## src/rtl/modsel_pkg.sv

```systemverilog
package modsel_pkg;

   // Candidate set for region r (1-based): itself plus three forward neighbours.
   function automatic logic [31:0] nbr_mask(input int r, input int inner, input int outer);
      logic [31:0] m;
      int j;
      m = '0;
      if (r >= 1 && r <= inner) begin
         m |= 32'd1 << (r - 1);
         m |= 32'd1 << ((r % inner));
         m |= 32'd1 << (inner + ((r - 1) >> 1));
         m |= 32'd1 << (inner + (((r + 1) >> 1) % outer));
      end else if (r > inner && r <= inner + outer) begin
         j = r - inner - 1;
         m |= 32'd1 << (r - 1);
         m |= 32'd1 << (inner + ((j + 1) % outer));
         m |= 32'd1 << (2 * j + 1);
         m |= 32'd1 << ((2 * j + 2) % inner);
      end
      return m;
   endfunction

endpackage

```

## src/rtl/modsel_mode_fsm.sv

```systemverilog
module modsel_mode_fsm #(
   parameter int UNB_W     = 8,
   parameter int DEPTH_W   = 10,
   parameter int RET_HEAVY = 172,
   parameter int RET_LIGHT = 197
) (
   input  logic               clk,
   input  logic               rst_n,
   input  logic               period_end,
   input  logic [UNB_W-1:0]   unbal,
   input  logic [UNB_W-1:0]   unbal_limit,
   input  logic [DEPTH_W-1:0] depth,
   input  logic               heavy_load,
   output logic               mode_sv
);
   localparam logic [DEPTH_W-1:0] THR_H = DEPTH_W'(RET_HEAVY);
   localparam logic [DEPTH_W-1:0] THR_L = DEPTH_W'(RET_LIGHT);

   logic over_lim;
   logic depth_ok;
   logic mode_nxt;

   always_comb begin
      over_lim = (unbal > unbal_limit);
      depth_ok = heavy_load ? (depth <= THR_H) : (depth <= THR_L);
      if (!mode_sv) mode_nxt = over_lim;
      else          mode_nxt = !(!over_lim && depth_ok);
   end

   always_ff @(posedge clk) begin
      if (!rst_n)          mode_sv <= 1'b0;
      else if (period_end) mode_sv <= mode_nxt;
   end
endmodule

```

## src/rtl/modsel_nbr_rom.sv

```systemverilog
module modsel_nbr_rom #(
   parameter int INNER = 12,
   parameter int OUTER = 6,
   parameter int REG_W = 5,
   localparam int NREG = INNER + OUTER
) (
   input  logic [REG_W-1:0] region,
   output logic [NREG-1:0]  mask
);
   import modsel_pkg::*;

   logic [NREG-1:0] tbl [NREG+1];

   for (genvar g = 0; g <= NREG; g++) begin : g_ent
      if (g == 0) begin : g_none
         assign tbl[g] = '1;
      end else begin : g_reg
         localparam logic [31:0] M = nbr_mask(g, INNER, OUTER);
         assign tbl[g] = M[NREG-1:0];
      end
   end

   always_comb begin
      if (region <= REG_W'(NREG)) mask = tbl[region];
      else                        mask = '1;
   end
endmodule

```

## src/rtl/modsel_region_tracker.sv

```systemverilog
module modsel_region_tracker #(
   parameter int INNER = 12,
   parameter int OUTER = 6,
   parameter int REG_W = 5,
   localparam int NREG = INNER + OUTER
) (
   input  logic             clk,
   input  logic             rst_n,
   input  logic             mode_sv,
   input  logic             sv_tick,
   input  logic [REG_W-1:0] found_region,
   output logic             region_known,
   output logic [REG_W-1:0] cur_region,
   output logic [NREG-1:0]  cand_mask
);
   logic             known_q;
   logic [NREG-1:0]  rom_mask;
   logic             in_range;
   logic             hit;
   logic [NREG-1:0]  sel;

   modsel_nbr_rom #(.INNER(INNER), .OUTER(OUTER), .REG_W(REG_W)) u_rom (
      .region (cur_region),
      .mask   (rom_mask)
   );

   always_comb begin
      region_known = known_q & mode_sv;
      cand_mask    = region_known ? rom_mask : '1;
      in_range     = (found_region >= REG_W'(1)) && (found_region <= REG_W'(NREG));
      sel          = in_range ? (NREG'(1) << (found_region - REG_W'(1))) : '0;
      hit          = in_range && ((cand_mask & sel) != '0);
   end

   always_ff @(posedge clk) begin
      if (!rst_n) begin
         known_q    <= 1'b0;
         cur_region <= '0;
      end else if (!mode_sv) begin
         known_q    <= 1'b0;
      end else if (sv_tick) begin
         known_q    <= hit;
         if (hit) cur_region <= found_region;
      end
   end
endmodule

```

## src/rtl/modsel_supervisor.sv

```systemverilog
module modsel_supervisor #(
   parameter int UNB_W         = 8,
   parameter int DEPTH_W       = 10,
   parameter int RET_HEAVY     = 172,
   parameter int RET_LIGHT     = 197,
   parameter int INNER_REGIONS = 12,
   parameter int OUTER_REGIONS = 6,
   parameter int REG_W         = 5
) (
   input  logic                                   clk,
   input  logic                                   rst_n,
   input  logic                                   period_end,
   input  logic                                   sv_tick,
   input  logic [UNB_W-1:0]                       unbal,
   input  logic [UNB_W-1:0]                       unbal_limit,
   input  logic [UNB_W-1:0]                       redund_cap,
   input  logic [DEPTH_W-1:0]                     depth,
   input  logic                                   heavy_load,
   input  logic [REG_W-1:0]                       found_region,
   output logic                                   mode_sv,
   output logic                                   cfg_err,
   output logic                                   region_known,
   output logic [REG_W-1:0]                       cur_region,
   output logic [INNER_REGIONS+OUTER_REGIONS-1:0] cand_mask
);
   localparam int NREG = INNER_REGIONS + OUTER_REGIONS;

   if (INNER_REGIONS != 2 * OUTER_REGIONS) begin : g_bad_ring
      $error("inner ring must hold twice the outer regions");
   end
   if (NREG > 32 || (1 << REG_W) <= NREG) begin : g_bad_w
      $error("region index width too small or region count too large");
   end
   if (RET_HEAVY > RET_LIGHT || RET_LIGHT >= (1 << DEPTH_W)) begin : g_bad_thr
      $error("return thresholds out of order or range");
   end

   assign cfg_err = (unbal_limit <= redund_cap);

   modsel_mode_fsm #(
      .UNB_W(UNB_W), .DEPTH_W(DEPTH_W), .RET_HEAVY(RET_HEAVY), .RET_LIGHT(RET_LIGHT)
   ) u_fsm (
      .clk(clk), .rst_n(rst_n), .period_end(period_end), .unbal(unbal),
      .unbal_limit(unbal_limit), .depth(depth), .heavy_load(heavy_load),
      .mode_sv(mode_sv)
   );

   modsel_region_tracker #(
      .INNER(INNER_REGIONS), .OUTER(OUTER_REGIONS), .REG_W(REG_W)
   ) u_trk (
      .clk(clk), .rst_n(rst_n), .mode_sv(mode_sv), .sv_tick(sv_tick),
      .found_region(found_region), .region_known(region_known),
      .cur_region(cur_region), .cand_mask(cand_mask)
   );
endmodule

```

## config.mk

```make
export PLATFORM = sky130hd
export DESIGN_NAME = modsel_supervisor
export DESIGN_NICKNAME = d
export VERILOG_FILES = /design/src/rtl/modsel_pkg.sv /design/src/rtl/modsel_mode_fsm.sv /design/src/rtl/modsel_nbr_rom.sv /design/src/rtl/modsel_region_tracker.sv /design/src/rtl/modsel_supervisor.sv
export SDC_FILE = /design/constraint.sdc
export NUM_CORES = 1
export LEC_CHECK = 0
export BUFFER_PORTS_ARGS = -buffer_cell sky130_fd_sc_hd__buf_2
export CORE_AREA = 2 2 90 92
export DETAILED_ROUTE_END_ITERATION = 8
export DIE_AREA = 0 0 92 94
export HOLD_SLACK_MARGIN = 0.08
export PLACE_DENSITY_LB_ADDON = 0.15
export SYNTH_ARGS = -nofsm -noshare
export SYNTH_HDL_FRONTEND = slang
export SYNTH_SLANG_ARGS = --single-unit
```

## constraint.sdc

```tcl
create_clock -name clk -period 5.1 [get_ports clk]
set_input_delay 0 -clock clk [delete_from_list [all_inputs] [get_ports clk]]
set_output_delay 0 -clock clk [all_outputs]
set_load 0.01 [all_outputs]
```

---- Yosys cells after proc, flatten, opt, wreduce, memory -nomap -nowiden ----
Memory sizes are Yosys's and may differ from the RTL's.
Index checks and enable logic that the tools add are counted.
cells by class
  reduce and logical (&&, ||, !) cells .... 8
  bitwise operators ....................... 3
  shift-type cells ........................ 1
  order comparisons ....................... 8
  muxes and demuxes ....................... 7
  add/sub/neg operators ................... 1
operators with widths
  operator              number
  $mux 18               5
  $le 10x8->1 const B   2
  $and 18x18->18        1
  $reduce_bool 18->1    1
  $shl 1x5->18 const A  1
  $le 5x5->1 const B    2
  $gt 8x8->1            1
  $le 8x8->1            1
  $ge 6x6->1 const B    1
  $not 5->6             1
  $ge 5x1->1 const B    1
  $sub 5x1->5 const B   1
  $logic_and 1x1->1     3
  $reduce_and 3->1      1
  $logic_not 1->1       2
  $mux 1                2
  $reduce_and 2->1      1
  $and 1x1->1           1
word-level totals
  memory bits (read-only) ................. 576
  bits of input ports ..................... 44
  memories ................................ 1
  output and inout port bits .............. 26
  logic and storage cells ................. 32
  register bits after elaboration ......... 7
memories
  memory            depth  bits a word  rd ports  clocked after memory_dff  wr ports  RTL line              source
  (name not given)  32     18           1         0                         0         modsel_nbr_rom.sv:24  if (region <= REG_W'(NREG)) mask = tbl[region];

---- Depth between registers and ports, before layout ----
  depth in word-level cells ............... 10
  mapped depth ............................ 12
  mapped depth without buffers ............ 10

---- By module ----
A second synthesis with hierarchy kept.
unflattened totals
  cells, all modules ...................... 260
  area, all modules ....................... 1,778.0 um2
modules (own cells, without submodules)
  module                 area each (um2)  times used  sequential area each (um2)  cells an instance
  modsel_region_tracker  689.4            1           120.1                       96
  modsel_nbr_rom         584.3            1           0.0                         96
  modsel_mode_fsm        307.8            1           20.0                        41
  modsel_supervisor      196.4            1           0.0                         27

---- Worst setup path before layout ----
No wires, ideal clock.
  kind .................................... register -> register
  from .................................... reg u_trk.cur_region[1]
  to ...................................... reg u_trk.cur_region[4]
  data arrival time ....................... 2,840 ps
  library setup time ...................... 74 ps
  data required time ...................... 5,026 ps
  path buffers ............................ 2
  slack ................................... 2,186 ps
  cell stages (with the launch flop) ...... 13
  clock period less this slack ............ 2,914 ps
  cells stage by stage .................... dfxtp_1 buf_2 inv_1 ha_1 buf_2 nor2b_1 o21ai_0 nand4_2 a22o_1 a2111o_1 or2_1 or3_1 a31oi_1
between the ends
  cells in the longest elaborated chain, start to end .. 10
  elaborated cells between the ends (all ways) .. 11
  those cells by class .................... order compare (1); mux (4); bitwise (2); reduce/logical (3); memory (1)
RTL lines
  element                                     RTL line                     source
  from (decl)                                 modsel_region_tracker.sv:13  output logic [REG_W-1:0] cur_region,
  from (signal assigned)                      modsel_region_tracker.sv:43  if (hit) cur_region <= found_region;
  $not 5->6 (not written as such)             modsel_nbr_rom.sv:24
  $mem_v2 32x18                               -
  $mux 18 (not written as such) (2 in a row)  modsel_nbr_rom.sv:24
  $mux 18 (*)                                 modsel_nbr_rom.sv:24
  $mux 18 (*)                                 modsel_region_tracker.sv:29  cand_mask = region_known ? rom_mask : '1;
  via cand_mask[9]                            modsel_supervisor.sv:24      output logic [INNER_REGIONS+OUTER_REGIONS-1:0] cand_mask
  $and 18x18->18 (*)                          modsel_region_tracker.sv:32  hit = in_range && ((cand_mask & sel) != '0);
  $reduce_bool 18->1 (*)                      modsel_region_tracker.sv:32
  $logic_and 1x1->1 (*)                       modsel_region_tracker.sv:32
  $reduce_and 3->1 (no source line) (*)       -
Mark *: on every way through the listed nets, which the timed path passes. The rest lies on a longest branch. The select of a mux whose other input is x is not followed.
A chain may end at the register's enable or synchronous reset.

---- Final worst setup path ----
  from .................................... reg u_trk.cur_region[2]
  to ...................................... reg u_trk.known_q
between the ends
  cells in the longest elaborated chain, start to end .. 9
  elaborated cells between the ends (all ways) .. 10
  those cells by class .................... order compare (1); mux (4); bitwise (2); reduce/logical (2); memory (1)
RTL lines
  element                                     RTL line                     source
  $not 5->6 (not written as such)             modsel_nbr_rom.sv:24
  $mem_v2 32x18                               -
  $mux 18 (not written as such) (2 in a row)  modsel_nbr_rom.sv:24
  $mux 18 (*)                                 modsel_nbr_rom.sv:24
  $mux 18 (*)                                 modsel_region_tracker.sv:29
  $and 18x18->18 (*)                          modsel_region_tracker.sv:32
  $reduce_bool 18->1 (*)                      modsel_region_tracker.sv:32
  $logic_and 1x1->1 (*)                       modsel_region_tracker.sv:32
  to (signal assigned)                        modsel_region_tracker.sv:42  known_q <= hit;
  to (decl)                                   modsel_region_tracker.sv:16  logic known_q;
Mark *: on every way between the ends. The rest lies on a longest branch, timed or not. The select of a mux whose other input is x is not followed.

==> results.txt <==
DRT Wirelength - 5.92 mm
Type of element capturing the critical path - register
Buffering stage count on the worst path with inverters included - 1
Portion of the clock cycle consumed by the worst path in the final layout - 0.730
Number of buffers between clock root and the deepest sink - 2
Pins Over Slew Limit - 0
Ant. Diodes - 0
Clock latency on the worst-skew pair - 0.23 ns
Avg Cell Area, Syn - 6.78 um^2
Num rows - 32
Number of fill cells in the layout - 877
Peak ir drop on the vdd network - 0.0606 mV
Die span in x - 92 um
Area of the mapped netlist - 0.00180 mm^2
Chip height - 94 um
TNS Setup - 0 ns
Floorplan die area - 0.00865 mm^2
Syn Inst Count - 266
Number of flops mapped to enable cells by yosys - 0
Synth top area share - 0.146
Post-synthesis sequential element count - 7
Starting utilization of the core area - 0.237
Library cell used as clock root buffer - clkbuf_8
Number of levels in the clock H-tree - 1
Register area share after synthesis - 0.0777
Critical-path maximum fanout - 33
Reg clk slew, reported paths - 0.04 ns
Post-DR vias/cell - 4.87
Final setup violation count - 0
Cells after DPL - 418
Async set-reset flop share out of synthesis - 0
Required arrival time at the worst endpoint - 5.21 ns
Number of unique standard cell types used by synthesis - 59
Yosys warning total - 0
CTS Hold Bufs - 3
Number of antenna violations at the first check in global routing - 0
Dominant register cell in the synthesized netlist - dfxtp_1
Detailed Place HPWL - 4.69 mm
Worst slew margin relative to its limit - 0.311
Port buffer count - 69
RSZ-0062 raised after global routing - no
Final antenna-violating net count - 0
Resized Gates After CTS - 0
Type of the most critical hold path - primary input to register
Setup slack of the most critical reg-to-reg path - 1.38 ns
Top-level I/O count - 70
Crit-path slowest cell - nor2_1
Post-Synthesis Net Count - 331
Wire length per cell - 13.9 um
Crit start category - register
Area growth from synthesis to layout - 25.3%
Fin area - 0.00226 mm^2
GRT Residual Overflow - 0
Power density over cell area - 117 mW/mm^2
Top cell type by total area after synthesis - ha_1
Initial detailed-routing violation count - 129
Combined global-route utilization of all metal layers - 0.138
Clock sink count - 7
TritonCTS clock tree - yes
Outcome - completed
Post-DP Area - 0.00218 mm^2
Largest incremental delay on the critical path - 0.65 ns
Leakage power total - 1.05 nW
Arrival time of data at the critical path endpoint - 3.83 ns
Transition time at the pin with the least slew margin - 1.03 ns
Number of endpoints with negative hold slack in the final report - 0
Via count of the first global-routing pass - 2,014
Crit Path Class - register to register
DRC violation count after routing - 0
Most frequent cell on the critical path - nor2_1
Routability cong. - 0.832
Number of setup buffers added after CTS - 0
Clock Skew - 0.00299 ns
Final net count - 389
Cell breakdown of the critical path - or2_4 -> o21a_1 -> nor2_1 -> o22ai_1 -> a2111o_1 -> or2_1 -> nor2_1 -> a211oi_1 -> dlygate4sd3_1
Routed vias - 2,069
Share of layout cells above drive strength 1 - 0.251
# Max-Cap Violations - 0
Fmax - 269 MHz
Dominant cells by area after synthesis - ha_1 (15%), dfxtp_1 (7.8%), o21ai_0 (6.4%), nand2_1 (5.8%), inv_1 (5.6%)
Global-route wire length before repair - 9.76 mm
Total clock buffers created by CTS - 3
Number of detailed-routing iterations run before antenna repair - 4
Largest net degree at the start of global routing - 34
Core box area - 0.00761 mm^2
Final std cells w/o fill - 425
Final critical delay including setup and external delays - 3.72 ns
Cell family with most CP delay - simple AND/OR/NAND/NOR gates
Yosys cell counts (all sizes together) (2+ instances only):
cell     count
a211oi       2
a21boi       3
a21o         2
a21oi       11
a221oi       2
a2bb2oi      2
a311o        2
a31oi        4
a32oi        2
and2         2
and3         5
buf         12
clkbuf       7
dfxtp        7
ha          21
inv         28
mux2         2
mux2i        6
nand2       28
nand2b       6
nand3        8
nand4        5
nand4b       2
nor2        16
nor2b       13
nor3         7
o2111ai      2
o211ai       3
o21a         5
o21ai       24
o311ai       3
or2          3
or3          3
through the flow:
step                      hold WS [ns]  total power, W  setup WS [ns]  utilization
final                           0.0800        0.000265           1.38        0.297
after detailed placement         0.281        0.000186           1.69        0.287
after CTS                       0.0880        0.000269           1.36        0.297
after global routing             0.112        0.000290           1.09        0.297
after global placement           0.282        0.000187           1.77        0.287
after floorplan                 0.0918        0.000144           2.19            -
flip-flops by register name, summed over array words and instances (netlist names):
name,count
u_trk.known_q,1
u_fsm.mode_sv,1
u_trk.cur_region,5
cells in the final DEF, fill, tap and decap left out, types with 2 or more instances in the layout:
cell type	instances
or2_1	2
inv_1	27
a21o_1	2
mux2i_1	6
dfxtp_1	7
a21boi_0	2
nor3_1	7
a2bb2oi_1	2
a221oi_1	2
o211ai_1	3
o21a_1	5
a32oi_1	2
nand4b_1	2
o21ai_0	23
mux2_1	2
nand4_1	4
ha_1	21
a21oi_1	11
nand2b_1	6
a311o_1	2
a31oi_1	4
buf_2	69
nor2b_1	12
a211oi_1	2
dlygate4sd3_1	3
o2111ai_1	2
nand2_1	28
nor2_1	16
and2_1	2
clkbuf_8	3
and3_1	5
o311ai_0	2
nand3_1	8
or3_1	3
final cells by class:
| class | instances | area [um^2] | share of cell area |
|---|---|---|---|
| multi-input cells | 212 | 1460 | 0.648 |
| clock inverters | 1 | 5.00 | 0.00222 |
| flip-flops and latches | 7 | 140 | 0.0620 |
| clock buffers | 3 | 41.3 | 0.0183 |
| inverters | 28 | 105 | 0.0465 |
| repair buffers | 72 | 375 | 0.166 |
| well taps | 102 | 128 | 0.0565 |
layer usage:
metal,track usage,wire (um),share of wire,vias to the layer above
li1,-,-,-,1075
met1,0.185,2730,0.46,922
met5,0,0,0,-
met4,0.0373,46,0.0078,0
met3,0.0152,319,0.054,4
met2,0.237,2820,0.48,68
path summary, 6_finish.rpt:
check,start,endpoint,cells past startpoint
worst max register to register,u_trk.cur_region[2],u_trk.known_q,9
worst max-delay path,u_trk.cur_region[2],u_trk.known_q,9
worst min register to register,u_fsm.mode_sv,u_fsm.mode_sv,2
worst min-delay path,period_end,u_fsm.mode_sv,3
worst min-delay path, delay by kind of cell:
kind	cells	cell delay, ns
buffers and inverters	1	0.11
AO/OA/AOI/OAI	2	0.15
cell families (layout without fill, tap and decap cells):
kind of cell	count (synthesis)	count (layout)	synth area share
simple gates	104	104	0.308
compound gates	79	79	0.312
buf+inv	47	104	0.110
fa+ha+maj	21	21	0.146
mux	8	8	0.0458
flops	7	7	0.0777
where the power goes:
| group | total [W] | switching [W] | internal [W] |
|---|---|---|---|
| combinational | 0.000122 | 0.0000659 | 0.0000557 |
| sequential | 0.0000652 | 0.00000819 | 0.0000570 |
| clock | 0.0000780 | 0.0000250 | 0.0000529 |
| total | 0.000265 | 0.0000991 | 0.000166 |
Note: power is estimated with default switching activity, not from simulation.
